### src/rtl/ddr1w_pkg.sv
package ddr1w_pkg;
  // {cs_n, ras_n, cas_n, we_n}
  typedef enum logic [3:0] {
    CMD_MRS = 4'b0000,
    CMD_REF = 4'b0001,
    CMD_PRE = 4'b0010,
    CMD_ACT = 4'b0011,
    CMD_WR  = 4'b0100,
    CMD_RD  = 4'b0101,
    CMD_BST = 4'b0110,
    CMD_NOP = 4'b0111
  } ddr_cmd_e;

  typedef enum logic [3:0] {
    ST_IPRE, ST_IMRS, ST_IREF0, ST_IREF1,
    ST_IDLE, ST_WAIT, ST_COL, ST_WDATA,
    ST_WEND, ST_RBST, ST_RDATA, ST_PRE
  } ctl_state_e;

  localparam logic [2:0] BL_FULL_PAGE = 3'b111;
endpackage

### src/rtl/ddr1w_wait_timer.sv
module ddr1w_wait_timer #(
  parameter int TW = 6
) (
  input  logic          clk,
  input  logic          rst_n,
  input  logic          load,
  input  logic [TW-1:0] load_val,
  output logic          done
);
  logic [TW-1:0] cnt;

  always_ff @(posedge clk) begin
    if (!rst_n)          cnt <= '0;
    else if (load)       cnt <= load_val;
    else if (cnt != '0)  cnt <= cnt - 1'b1;
  end

  assign done = (cnt == '0);
endmodule

### src/rtl/ddr1w_refresh_timer.sv
module ddr1w_refresh_timer #(
  parameter int REFI = 1560
) (
  input  logic clk,
  input  logic rst_n,
  input  logic en,
  input  logic ack,
  output logic due
);
  localparam int RW = $clog2(REFI + 1);
  localparam logic [RW-1:0] LAST = RW'(REFI - 1);
  logic [RW-1:0] cnt;

  always_ff @(posedge clk) begin
    if (!rst_n) begin
      cnt <= '0;
      due <= 1'b0;
    end else begin
      if (ack) due <= 1'b0;
      if (!en) begin
        cnt <= '0;
      end else if (cnt == LAST) begin
        cnt <= '0;
        due <= 1'b1;
      end else begin
        cnt <= cnt + 1'b1;
      end
    end
  end
endmodule

### src/rtl/ddr1w_beat_lane.sv
module ddr1w_beat_lane #(
  parameter int DW = 16
) (
  input  logic            sel_odd,
  input  logic [DW-1:0]   wdata,
  input  logic [DW/8-1:0] be,
  input  logic [DW-1:0]   rd_rise,
  input  logic [DW-1:0]   rd_fall,
  output logic [DW-1:0]   wr_rise,
  output logic [DW-1:0]   wr_fall,
  output logic [DW/8-1:0] dm_rise,
  output logic [DW/8-1:0] dm_fall,
  output logic [DW-1:0]   rd_word
);
  localparam int BW = DW / 8;

  for (genvar b = 0; b < BW; b++) begin : g_lane
    assign dm_rise[b] = sel_odd | ~be[b];
    assign dm_fall[b] = ~sel_odd | ~be[b];
  end

  assign wr_rise = wdata;
  assign wr_fall = wdata;
  assign rd_word = sel_odd ? rd_fall : rd_rise;
endmodule

### src/rtl/ddr1w_ctrl.sv
module ddr1w_ctrl
  import ddr1w_pkg::*;
#(
  parameter int DW    = 16,
  parameter int BA_W  = 2,
  parameter int ROW_W = 12,
  parameter int COL_W = 9,
  parameter int T_RCD = 3,
  parameter int CL    = 2,
  parameter int T_RP  = 3,
  parameter int T_RFC = 10,
  parameter int T_MRD = 2,
  parameter int T_WR  = 3,
  parameter int REFI  = 1560
) (
  input  logic                        clk,
  input  logic                        rst_n,
  input  logic                        req_valid,
  output logic                        req_ready,
  input  logic                        req_write,
  input  logic [BA_W+ROW_W+COL_W-1:0] req_addr,
  input  logic [DW-1:0]               req_wdata,
  input  logic [DW/8-1:0]             req_be,
  output logic                        rsp_valid,
  output logic [DW-1:0]               rsp_data,
  output logic                        ddr_cs_n,
  output logic                        ddr_ras_n,
  output logic                        ddr_cas_n,
  output logic                        ddr_we_n,
  output logic [BA_W-1:0]             ddr_ba,
  output logic [ROW_W-1:0]            ddr_a,
  output logic                        dq_oe,
  output logic                        dqs_oe,
  output logic [DW-1:0]               dq_wr_rise,
  output logic [DW-1:0]               dq_wr_fall,
  output logic [DW/8-1:0]             dm_rise,
  output logic [DW/8-1:0]             dm_fall,
  input  logic [DW-1:0]               dq_rd_rise,
  input  logic [DW-1:0]               dq_rd_fall
);
  localparam int BW   = DW / 8;
  localparam int TMAX = T_RCD + CL + T_RP + T_RFC + T_MRD + T_WR;
  localparam int TW   = $clog2(TMAX + 1) + 1;
  localparam logic [TW-1:0] WT_RCD = TW'(T_RCD - 2);
  localparam logic [TW-1:0] WT_RP  = TW'(T_RP - 2);
  localparam logic [TW-1:0] WT_RFC = TW'(T_RFC - 2);
  localparam logic [TW-1:0] WT_MRD = TW'(T_MRD - 2);
  localparam logic [TW-1:0] WT_WR  = TW'(T_WR - 2);
  localparam logic [TW-1:0] WT_CL  = TW'(CL - 1);
  localparam logic [ROW_W-1:0] MODE_WORD =
    ROW_W'(((CL % 8) << 4) | int'(BL_FULL_PAGE));

  ctl_state_e state, state_nx, ret, ret_nx;
  ddr_cmd_e   cmd;
  logic [ROW_W-1:0] a_o;
  logic [BA_W-1:0]  ba_o, r_ba;
  logic [COL_W-1:0] r_col;
  logic             r_wr;
  logic [DW-1:0]    r_wdata;
  logic [BW-1:0]    r_be;
  logic             tmr_load, tmr_done, ref_due, ref_ack, accept, capture;
  logic [TW-1:0]    tmr_val;
  logic             in_init;
  logic [DW-1:0]    lane_wr_rise, lane_wr_fall, lane_rd;
  logic [BW-1:0]    lane_dm_rise, lane_dm_fall;

  wire [COL_W-1:0] q_col = req_addr[COL_W-1:0];
  wire [ROW_W-1:0] q_row = req_addr[COL_W +: ROW_W];
  wire [BA_W-1:0]  q_ba  = req_addr[COL_W+ROW_W +: BA_W];

  ddr1w_wait_timer #(.TW(TW)) u_tmr (
    .clk(clk), .rst_n(rst_n), .load(tmr_load), .load_val(tmr_val), .done(tmr_done)
  );

  ddr1w_refresh_timer #(.REFI(REFI)) u_refi (
    .clk(clk), .rst_n(rst_n), .en(!in_init), .ack(ref_ack), .due(ref_due)
  );

  ddr1w_beat_lane #(.DW(DW)) u_lane (
    .sel_odd(r_col[0]), .wdata(r_wdata), .be(r_be),
    .rd_rise(dq_rd_rise), .rd_fall(dq_rd_fall),
    .wr_rise(lane_wr_rise), .wr_fall(lane_wr_fall),
    .dm_rise(lane_dm_rise), .dm_fall(lane_dm_fall), .rd_word(lane_rd)
  );

  assign in_init = (state == ST_IPRE) || (state == ST_IMRS) ||
                   (state == ST_IREF0) || (state == ST_IREF1);

  always_comb begin
    state_nx = state;
    ret_nx   = ret;
    cmd      = CMD_NOP;
    a_o      = '0;
    ba_o     = '0;
    tmr_load = 1'b0;
    tmr_val  = '0;
    ref_ack  = 1'b0;
    accept   = 1'b0;
    capture  = 1'b0;
    unique case (state)
      ST_IPRE: begin
        cmd = CMD_PRE; a_o[10] = 1'b1;
        tmr_load = 1'b1; tmr_val = WT_RP; state_nx = ST_WAIT; ret_nx = ST_IMRS;
      end
      ST_IMRS: begin
        cmd = CMD_MRS; a_o = MODE_WORD;
        tmr_load = 1'b1; tmr_val = WT_MRD; state_nx = ST_WAIT; ret_nx = ST_IREF0;
      end
      ST_IREF0: begin
        cmd = CMD_REF;
        tmr_load = 1'b1; tmr_val = WT_RFC; state_nx = ST_WAIT; ret_nx = ST_IREF1;
      end
      ST_IREF1: begin
        cmd = CMD_REF;
        tmr_load = 1'b1; tmr_val = WT_RFC; state_nx = ST_WAIT; ret_nx = ST_IDLE;
      end
      ST_IDLE: begin
        if (ref_due) begin
          cmd = CMD_REF; ref_ack = 1'b1;
          tmr_load = 1'b1; tmr_val = WT_RFC; state_nx = ST_WAIT; ret_nx = ST_IDLE;
        end else if (req_valid) begin
          accept = 1'b1;
          cmd = CMD_ACT; a_o = q_row; ba_o = q_ba;
          tmr_load = 1'b1; tmr_val = WT_RCD; state_nx = ST_WAIT; ret_nx = ST_COL;
        end
      end
      ST_WAIT: begin
        if (tmr_done) state_nx = ret;
      end
      ST_COL: begin
        ba_o = r_ba;
        a_o[COL_W-1:0] = {r_col[COL_W-1:1], 1'b0};
        if (r_wr) begin
          cmd = CMD_WR; state_nx = ST_WDATA;
        end else begin
          cmd = CMD_RD; tmr_load = 1'b1; tmr_val = WT_CL; state_nx = ST_RBST;
        end
      end
      ST_WDATA: state_nx = ST_WEND;
      ST_WEND: begin
        cmd = CMD_BST;
        tmr_load = 1'b1; tmr_val = WT_WR; state_nx = ST_WAIT; ret_nx = ST_PRE;
      end
      ST_RBST: begin
        cmd = CMD_BST; state_nx = ST_RDATA;
      end
      ST_RDATA: begin
        if (tmr_done) begin
          capture = 1'b1; state_nx = ST_PRE;
        end
      end
      ST_PRE: begin
        cmd = CMD_PRE; ba_o = r_ba;
        tmr_load = 1'b1; tmr_val = WT_RP; state_nx = ST_WAIT; ret_nx = ST_IDLE;
      end
      default: state_nx = ST_IPRE;
    endcase
  end

  always_ff @(posedge clk) begin
    if (!rst_n) begin
      state     <= ST_IPRE;
      ret       <= ST_IDLE;
      r_ba      <= '0;
      r_col     <= '0;
      r_wr      <= 1'b0;
      r_wdata   <= '0;
      r_be      <= '0;
      rsp_valid <= 1'b0;
      rsp_data  <= '0;
    end else begin
      state     <= state_nx;
      ret       <= ret_nx;
      rsp_valid <= capture;
      if (capture) rsp_data <= lane_rd;
      if (accept) begin
        r_ba    <= q_ba;
        r_col   <= q_col;
        r_wr    <= req_write;
        r_wdata <= req_wdata;
        r_be    <= req_be;
      end
    end
  end

  assign req_ready = (state == ST_IDLE) && !ref_due;
  assign {ddr_cs_n, ddr_ras_n, ddr_cas_n, ddr_we_n} = cmd;
  assign ddr_ba     = ba_o;
  assign ddr_a      = a_o;
  assign dq_oe      = (state == ST_WDATA);
  assign dqs_oe     = dq_oe || ((state == ST_COL) && r_wr);
  assign dq_wr_rise = dq_oe ? lane_wr_rise : '0;
  assign dq_wr_fall = dq_oe ? lane_wr_fall : '0;
  assign dm_rise    = dq_oe ? lane_dm_rise : '1;
  assign dm_fall    = dq_oe ? lane_dm_fall : '1;
endmodule

### config.mk
export PLATFORM = sky130hd
export DESIGN_NAME = ddr1w_ctrl
export DESIGN_NICKNAME = d
export VERILOG_FILES = /design/src/rtl/ddr1w_pkg.sv /design/src/rtl/ddr1w_wait_timer.sv /design/src/rtl/ddr1w_refresh_timer.sv /design/src/rtl/ddr1w_beat_lane.sv /design/src/rtl/ddr1w_ctrl.sv
export SDC_FILE = /design/constraint.sdc
export NUM_CORES = 1
export LEC_CHECK = 0
export BUFFER_PORTS_ARGS = -buffer_cell sky130_fd_sc_hd__buf_2
export CAP_MARGIN = 0
export CORE_MARGIN = 2
export CORE_UTILIZATION = 50
export CTS_BUF_LIST = sky130_fd_sc_hd__clkbuf_8 sky130_fd_sc_hd__clkbuf_16
export CTS_CLUSTER_SIZE = 24
export DETAILED_ROUTE_END_ITERATION = 10
export PLACE_DENSITY_LB_ADDON = 0.25
export SLEW_MARGIN = 25
export SYNTH_ARGS = -nofsm -noshare
export SYNTH_HDL_FRONTEND = slang
export SYNTH_SLANG_ARGS = --single-unit
### constraint.sdc
create_clock -name clk -period 3.5 [get_ports clk]
set_input_delay 0.35 -clock clk [delete_from_list [all_inputs] [get_ports clk]]
set_output_delay 0.35 -clock clk [all_outputs]
set_load 0.03 [all_outputs]
==> results.md, run 1 <==
* Outcome: complete, no violations
* Max-cap violation count at 0
* ANT cells at 0
* Clock skew at 0.00726 ns
* Final-layout fill cell count at 686
* Mean Syn Cell Area at 8.35 um2
* # hold bufs at CTS at 0
* Max-slew violations at 0
* CTS Buf Count at 9
* First-pass GRT wire length at 15.2 mm
* Critical path required time at 3.15 ns
* Vias in the first global route at 3255
* Synth warn at 0
* Die W at 90.8 um
* Power Dens Cells at 431 nW/um2
* Sequential power share at 46.8%
* Boundary pin count at 151
* Hold Path Class: input port to flop
* TritonRoute pass-1 iters at 4
* DRC marker count from the first detailed-route iteration at 198
* IO buf count at 149
* Routed Antenna Nets at 0
* Power share of the clock group at 31.9%
* Die area at 8240 um2
* Tot Pwr at 1.97 mW
* Cell count after synthesis at 451
* Synth Cell Area at 3770 um2
* Pre-CTS WS at 1.01 ns
* Via Count at 3593
* Syn_nets at 531
* Max incr delay on CP at 0.82 ns
* Peak supply drop at 244 uV
* Layout Nets at 650
* Largest cells by area after synthesis: dfxtp_1 39%, nand2_1 7.5%, a21oi_1 5.3%
* GRT Resource Usage Total at 22.6%
* Setup Fix Bufs, Post-CTS at 0
* CP max stage cell: dfxtp_1
* Worst Setup End Kind: output pin
* Synth Flop Type: dfxtp_1
* Internal Power at 1.38 mW
* Clock transition at the registers of the reported paths at 0.07 ns
* CP Launch Type: flop
* Final std cells w/o fill at 672
* Setup CP Type: flop to output pin
* FF-to-FF setup slack at 1.19 ns
* CP cell instances: nand2_1, nor3_2, a221o_1, buf_2
* Synth top area share at 38.8%
* Root buffer cell: clkbuf_8
* CTS tree: done
* Final core occ at 62.7%
* P&R area growth vs syn at 21.5%
* P_sw at 0.594 mW
* F_max at 0.342 GHz
* DR WL/cell at 14.0 um
* Async S/R FF share, synth at 0%
* Setup TNS at 0 ns
* Initial antenna violation count at 0
* Delay-heaviest family, CP: simple AND/OR/NAND/NOR gates
* RSZ-0062 raised after global routing: no
* Combinational power share at 21.3%
* Clock Latency Late Sink at 0.34 ns
* Placed Cells at 658
* Period utilization at 83.6%
* Leakage power at 1.97 nW
* Final hold viol count at 0
* Initial Utilization at 51.6%
* TritonCTS Sinks at 73
* Chip height at 90.8 um
* Worst rel slew slack at 39.1%
* Synth area leader: dfxtp_1
* Setup WS post-layout at 0.573 ns
* Net Sw Frac at 30.1%
* Minimum clock period at 2.93 ns
* Final Setup Violations at 0
* Core area at 7290 um2
* Max FO, Critical Path at 21
* H-tree depth at 3
* FF+latch count, synth at 73
* Via density at 5.35
* Crit path buffers/inverters at 1
* Post-CTS sizing at 0
* EDFF count, synth at 0
* Worst EP arrival at 2.58 ns
* Hold WS at 0.238 ns
* Worst-Margin Slew at 0.907 ns
* Sequential share of the synthesized area at 38.8%
* Grt ovf at 0
* Total Routed Length at 9.40 mm
* GPL Wtd Cong at 0.883
* Clk buf depth at 2
* Largest net degree at the start of global routing at 54
* Layout cell share with drive strength beyond 1 at 33.2%
* Number of unique standard cell types used by synthesis at 52
* Final Instance Area at 4580 um2
* Residual DRC count at 0
* Row count at 31
* Post-DP Area at 4390 um2
* Detailed Place HPWL at 6.81 mm
[routing by layer]
| metal | GRT usage [%] | wire [um] | up-vias |
|---|---|---|---|
| met3 | 4.34 | 673 | 17 |
| li1 | - | - | 1771 |
| met1 | 28.7 | 4030 | 1660 |
| met4 | 8.84 | 174 | 0 |
| met2 | 37.8 | 4510 | 145 |
| met5 | 0 | 0 | - |
[sequential cells by signal, summed over array words and instances (netlist names), 2 cells and up]
| register | cells |
|---|---|
| r_ba | 2 |
| ret | 4 |
| u_refi.cnt | 11 |
| r_be | 2 |
| r_wdata | 16 |
| rsp_data | 16 |
| u_tmr.cnt | 6 |
| r_col | 9 |
| state | 4 |
[Yosys cell counts, drive strengths merged, types with 2 or more instances]
cell type   n
a211oi     19
a21o        2
a21oi      40
a221o       3
a22o       11
a311oi      2
a31oi       3
a41o        2
a41oi       3
and2       18
and3        2
buf        37
clkbuf     10
dfxtp      73
ha          3
inv        11
mux2i      18
nand2      75
nand2b      3
nand3       9
nand3b      3
nand4bb     3
nor2       44
nor2b       5
nor3       10
nor3b       2
o21ai       8
o22ai       2
or3         5
xnor2       9
xor2        3
[final cells by class]
cell class	instances	area, um2	share of cell area [%]
flip-flops and latches	73	1460	32.0
repair buffers	155	791	17.3
clock buffers	10	138	3.01
clock inverters	4	46.3	1.01
well taps	99	124	2.71
multi-input cells	320	1970	43.1
inverters	11	42.5	0.930
[final timing paths]
| check | start | to | cells after the start |
|---|---|---|---|
| setup / recovery | state[1] | ddr_a[5] | 4 |
| hold / removal | req_addr[0] | r_col[0] | 3 |
| setup reg to reg | state[3] | r_ba[1] | 5 |
| hold reg to reg | r_wdata[15] | r_wdata[15] | 2 |
[placed cells by master, fill, tap and decap left out, types with 11 or more instances in the layout]
master	instances
nor2_1	44
inv_1	11
a22o_1	11
a21oi_1	40
mux2i_1	18
nand2_1	75
a211oi_2	14
buf_2	149
and2_1	18
dfxtp_1	72
[power groups by stage]
stage	Sequential (mW)	Clock (mW)	Combinational (mW)
floorplan	0.911	0	0.327
global placement	0.937	0	0.415
detailed placement	0.940	0	0.419
CTS	0.921	0.645	0.421
global route	0.929	0.683	0.467
finish	0.922	0.630	0.421
[tightest hold or removal path: cells and delay by family]
kind	cells	cell delay [ns]
buf+inv	1	0.09
compound gates	1	0.05
simple gates	1	0.04
[cell families (layout without fill, tap and decap cells)]
kind of cell | after synthesis | in the layout | share of synthesized area [%]
buf+inv | 58 | 180 | 8.84
xor+xnor | 12 | 12 | 2.79
simple gates | 185 | 185 | 24.0
mux | 18 | 18 | 4.78
compound gates | 101 | 101 | 19.7
other cells | 1 | 1 | 0.0996
fa+ha+maj | 3 | 3 | 0.997
flops | 73 | 73 | 38.8
Power figures use the tool's default switching activity.
==> run 2, diff against run 1 <==
--- a/config.mk
+++ b/config.mk
@@ -5,10 +5,11 @@
 export SDC_FILE = /design/constraint.sdc
 export NUM_CORES = 1
 export LEC_CHECK = 0
+export ABC_AREA = 1
 export BUFFER_PORTS_ARGS = -buffer_cell sky130_fd_sc_hd__buf_2
 export CAP_MARGIN = 0
 export CORE_MARGIN = 2
-export CORE_UTILIZATION = 50
+export CORE_UTILIZATION = 43
 export CTS_BUF_LIST = sky130_fd_sc_hd__clkbuf_8 sky130_fd_sc_hd__clkbuf_16
 export CTS_CLUSTER_SIZE = 24
 export DETAILED_ROUTE_END_ITERATION = 10
==> constraint.sdc (replaced) <==
create_clock -name clk -period 2.6 [get_ports clk]
set_input_delay 0.26 -clock clk [delete_from_list [all_inputs] [get_ports clk]]
set_output_delay 0.26 -clock clk [all_outputs]
set_load 0.03 [all_outputs]
==> results.md, run 2 <==
* CP max stage cell: dfxtp_1
* Via density at 4.87
* Mean Syn Cell Area at 6.96 um2
* Critical path required time at 2.34 ns
* IO buf count at 149
* Max-cap violation count at 0
* Via Count at 3649
* Layout cell share with drive strength beyond 1 at 28.7%
* ANT cells at 0
* Die area at 9030 um2
* Worst EP arrival at 2.00 ns
* Net Sw Frac at 41.4%
* # hold bufs at CTS at 0
* Period utilization at 86.9%
* RSZ-0062 raised after global routing: no
* DRC marker count from the first detailed-route iteration at 214
* Routed Antenna Nets at 0
* Grt ovf at 0
* Chip height at 95.0 um
* GRT Resource Usage Total at 20.8%
* Outcome: complete, no violations
* Combinational power share at 39.7%
* Root buffer cell: clkbuf_8
* TritonRoute pass-1 iters at 4
* Count leader, synth: nand2_1
* Synth Flop Type: dfxtp_1
* Initial Utilization at 43.8%
* Power share of the clock group at 23.0%
* Max incr delay on CP at 0.44 ns
* Power Dens Cells at 830 nW/um2
* Clk buf depth at 2
* Largest net degree at the start of global routing at 50
* Total Routed Length at 9.14 mm
* Syn_nets at 592
* HP Start: req_be[1]
* Vias in the first global route at 3319
* Leakage power at 2.14 nW
* Peak supply drop at 348 uV
* Worst flop-to-flop path startpoint: u_tmr.cnt[0]
* CP Launch Type: flop
* Worst rel slew slack at 65.2%
* Detailed Place HPWL at 6.73 mm
* TritonCTS Sinks at 73
* Synth warn at 0
* GPL Wtd Cong at 0.881
* Final Setup Violations at 0
* Number of unique standard cell types used by synthesis at 31
* Initial antenna violation count at 0
* Synth cell count leaders: 110 x nand2_1, 73 x dfxtp_1, 58 x nor2_1, 55 x o21ai_0, 54 x inv_1
* First-pass GRT wire length at 14.7 mm
* Max FO, Critical Path at 18
* Row count at 33
* CTS tree: done
* F_max at 0.442 GHz
* Sequential share of the synthesized area at 41.0%
* Synth Cell Area at 3560 um2
* Commonest non-fill, non-tap cells in the layout: 149 x buf_2, 110 x nand2_1, 73 x dfxtp_1
* Residual DRC count at 0
* Largest cells by area after synthesis: dfxtp_1 41%, nand2_1 12%, o21ai_0 7.7%
* P&R area growth vs syn at 24.4%
* Die W at 95.0 um
* H-tree depth at 3
* Top flop regs: r_wdata x16, rsp_data x16, u_refi.cnt x11
* Async S/R FF share, synth at 0%
* Max-slew violations at 0
* Worst Setup End Kind: output pin
* Cell count after synthesis at 512
* Synth area leader: dfxtp_1
* Clock transition at the registers of the reported paths at 0.08 ns
* Synth top area share at 41.0%
* Layout Nets at 719
* EDFF count, synth at 0
* Clock Latency Late Sink at 0.35 ns
* Worst-Margin Slew at 0.519 ns
* Internal Power at 2.15 mW
* Boundary pin count at 151
* CP Launch Point: state[0]
* P_sw at 1.52 mW
* Final Instance Area at 4430 um2
* Setup CP Type: flop to output pin
* Hold Path Class: input port to flop
* Setup TNS at 0 ns
* Most common cell after layout, fill and taps aside: buf_2
* DR WL/cell at 12.2 um
* Clock skew at 0.00992 ns
* Post-DP Area at 4240 um2
* Sequential power share at 37.3%
* Final hold viol count at 0
* FF+latch count, synth at 73
* CTS Buf Count at 9
* Minimum clock period at 2.26 ns
* CP cell instances: nand2_1, nor2_4, clkinvlp_4, nor2_1, buf_2
* Core area at 8130 um2
==> run 2: changes by cell type in the layout (fill, tap and decap cells not counted), sizes merged, moves of 5 or more <==
cell	before	now
nor3	10	4
nor2	44	65
xnor2	9	3
and2	18	0
nor2b	5	0
mux2i	18	0
o21ai	8	56
or3	5	0
a31oi	3	16
a211oi	19	0
nand2	75	112
nand3	9	22
inv	11	57
a22o	11	0
==> run 2: through the flow <==
step                      setup WS (ns)  power (mW)  util (%)  hold WS (ns)  std cells
after floorplan                   0.347        2.49         -         0.403        512
final                             0.340        3.68      54.5         0.163        749
after detailed placement          0.570        2.85      52.1         0.443        733
after global placement            0.681        2.83      52.1         0.439        733
after CTS                         0.181        3.71      54.4         0.155        749
after global routing              0.162        3.96      54.5         0.153        749
==> run 2: power by group through the flow <==
stage | clock (mW) | sequential, mW | combinational, mW
finish | 0.847 | 1.37 | 1.46
detailed placement | 0 | 1.39 | 1.46
floorplan | 0 | 1.37 | 1.11
global route | 0.923 | 1.39 | 1.65
CTS | 0.874 | 1.37 | 1.46
global placement | 0 | 1.39 | 1.44
==> run 2: cells by family after synthesis <==
family	share of synthesized area, %
DFF	41.0
and+or+nand+nor	24.9
xor gates and xnor gates	2.46
adders and majority gates	1.05
AOI/OAI and AO/OA	17.5
buffers and inverters	13.0
other	0.105
==> run 2: final cells by class <==
type / instances / area [um2]
repair buffers: 154 / 783
clock inverters: 4 / 26.3
clock buffers: 12 / 165
flip-flops and latches: 73 / 1460
multi-input cells: 342 / 1640
inverters: 59 / 225
fillers: 793 / 3700
well taps: 105 / 131
==> run 2: critical path, delay by kind of cell (launching register included) <==
kind	cells	cell delay, ns
buffers and inverters	2	0.59
DFF	1	0.44
and+or+nand+nor	3	0.62
==> run 2: repair_timing <==
item / in CTS / in global routing
buffers inserted: 0 / 0
resized for setup: 0 / 1
setup endpoints to repair: 0 / 21
hold endpoints to repair: 0 / 0
==> run 2: worst paths after layout <==
path | to | slack (ns) | cells past startpoint
max | dq_wr_rise[8] | 0.34 | 5
min | r_be[1] | 0.16 | 3
max reg2reg | rsp_data[1] | 0.87 | 7
min reg2reg | r_col[4] | 0.45 | 2
==> run 2: routing by layer <==
layer	share of wire, %	global-route usage [%]
met1	43	23.9
met2	46	36.5
met3	8.6	6.56
met4	2.1	7.37
met5	0	0
==> run 3, diff against run 2 <==
--- a/config.mk
+++ b/config.mk
@@ -9,7 +9,7 @@
 export BUFFER_PORTS_ARGS = -buffer_cell sky130_fd_sc_hd__buf_2
 export CAP_MARGIN = 0
 export CORE_MARGIN = 2
-export CORE_UTILIZATION = 43
+export CORE_UTILIZATION = 50
 export CTS_BUF_LIST = sky130_fd_sc_hd__clkbuf_8 sky130_fd_sc_hd__clkbuf_16
 export CTS_CLUSTER_SIZE = 24
 export DETAILED_ROUTE_END_ITERATION = 10
==> constraint.sdc (replaced) <==
create_clock -name clk -period 2.9 [get_ports clk]
set_input_delay 0.29 -clock clk [delete_from_list [all_inputs] [get_ports clk]]
set_output_delay 0.29 -clock clk [all_outputs]
set_load 0.03 [all_outputs]
==> results.md, run 3 (synthesis results as in run 2) <==
* Outcome: complete, no violations
* Routed Antenna Nets at 0
* Setup TNS at 0 ns
* Row count at 30
* Setup WS post-layout at 0.370 ns
* GPL Wtd Cong at 0.942
* CTS tree: done
* IO buf count at 149
* Core area at 6830 um2
* Peak supply drop at 353 uV
* Post-DP Area at 4220 um2
* Via density at 4.99
* Initial Utilization at 52.1%
* DR WL/cell at 12.7 um
* Clock skew at 0.00900 ns
* RSZ-0062 raised after global routing: no
* H-tree depth at 3
* Hold WS at 0.207 ns
* Detailed Place HPWL at 6.85 mm
* Max-slew violations at 0
* TritonCTS Sinks at 73
* Layout Nets at 718
* F_max at 0.395 GHz
* DRC marker count from the first detailed-route iteration at 209
* Die area at 7820 um2
* Max-cap violation count at 0
* Die W at 88.4 um
* Boundary pin count at 151
* Tot Pwr at 3.36 mW
* Worst rel slew slack at 63.8%
* Clock Latency Late Sink at 0.34 ns
* Worst-Margin Slew at 0.539 ns
* Post-CTS sizing at 0
* Clk buf depth at 2
* Commonest non-fill, non-tap cells in the layout: 149 x buf_2, 110 x nand2_1, 73 x dfxtp_1
* Top flop regs: r_wdata x16, rsp_data x16, u_refi.cnt x11
* Minimum clock period at 2.53 ns
* Via Count at 3684
* Final-layout fill cell count at 683
* CP Launch Type: flop
* Placed Cells at 723
* Initial antenna violation count at 0
* TritonRoute pass-1 iters at 5
* Final hold viol count at 0
* Max FO, Critical Path at 16
* Period utilization at 87.2%
* Leakage power at 2.14 nW
* CTS Buf Count at 9
* Residual DRC count at 0
* Setup CP Type: flop to output pin
* Chip height at 88.4 um
* Final std cells w/o fill at 739
* FF-to-FF setup slack at 1.01 ns
* Power Dens Cells at 761 nW/um2
* Total Routed Length at 9.38 mm
* # hold bufs at CTS at 0
* Final core occ at 64.7%
* P&R area growth vs syn at 24.2%
* Root buffer cell: clkbuf_8
* Layout cell share with drive strength beyond 1 at 28.3%
* Pre-CTS WS at 0.794 ns
* Vias in the first global route at 3187
* Grt ovf at 0
* First-pass GRT wire length at 14.6 mm
* Hold Path Class: input port to flop
* Final Setup Violations at 0
* ANT cells at 0
* Worst Setup End Kind: output pin
* GRT Resource Usage Total at 23.9%
* Setup Fix Bufs, Post-CTS at 0
* Largest net degree at the start of global routing at 50
* Final Instance Area at 4420 um2
* Clock transition at the registers of the reported paths at 0.08 ns
* Critical path required time at 2.61 ns
* Most common cell after layout, fill and taps aside: buf_2
* Worst EP arrival at 2.24 ns
* Area of the multi-input gates at 1640 um2
* Seq. cell area at 1460 um2
==> run 3: cell count changes in the layout (fill, tap and decap cells not counted), sizes merged <==
cell / previous run / this run
buf: 154 / 153
bufinv: 0 / 1
clkbuf: 12 / 11
clkinvlp: 2 / 1
inv: 57 / 58
==> run 3: final cells by class <==
class | count | area share [%]
Clock buffer | 11 | 3.42
Clock inverter | 5 | 1.24
Inverter | 59 | 5.01
Multi-Input combinational cell | 342 | 37.0
Sequential cell | 73 | 33.0
Tap cell | 96 | 2.72
Timing Repair Buffer | 153 | 17.5
==> run 3: path summary, 6_finish.rpt <==
check                start     endpoint  cells after the start
min reg2reg       r_col[7]     r_col[7]                      2
max reg2reg       state[2]     r_col[1]                      8
max               state[2]    ddr_ba[0]                      9
min          dq_rd_rise[2]  rsp_data[2]                      3
==> run 3: metal layers <==
| layer | share of wire, % | vias to the layer above | global-route usage, % | routed length [um] |
|---|---|---|---|---|
| li1 | - | 1878 | - | - |
| met1 | 44 | 1657 | 30.4 | 4130 |
| met2 | 48 | 135 | 40.0 | 4490 |
| met3 | 6.8 | 14 | 5.78 | 635 |
| met4 | 1.3 | 0 | 7.58 | 119 |
| met5 | 0 | - | 0 | 0 |
==> run 3: worst max-delay path: stages, from the launching register on <==
cell and delay, ns:
dfxtp_1 0.43, inv_2 0.09, nor2_4 0.16, nand2_4 0.12, nor2_4 0.13, nand2_2 0.22
inv_2 0.32, nand2_1 0.12, nand2_1 0.10, buf_2 0.20
==> run 3: where the power goes <==
part           total, mW  switching (mW)  internal [mW]
logic               1.31           0.914          0.393
registers           1.23          0.0797           1.15
clock network      0.826           0.384          0.442
total               3.36            1.38           1.99
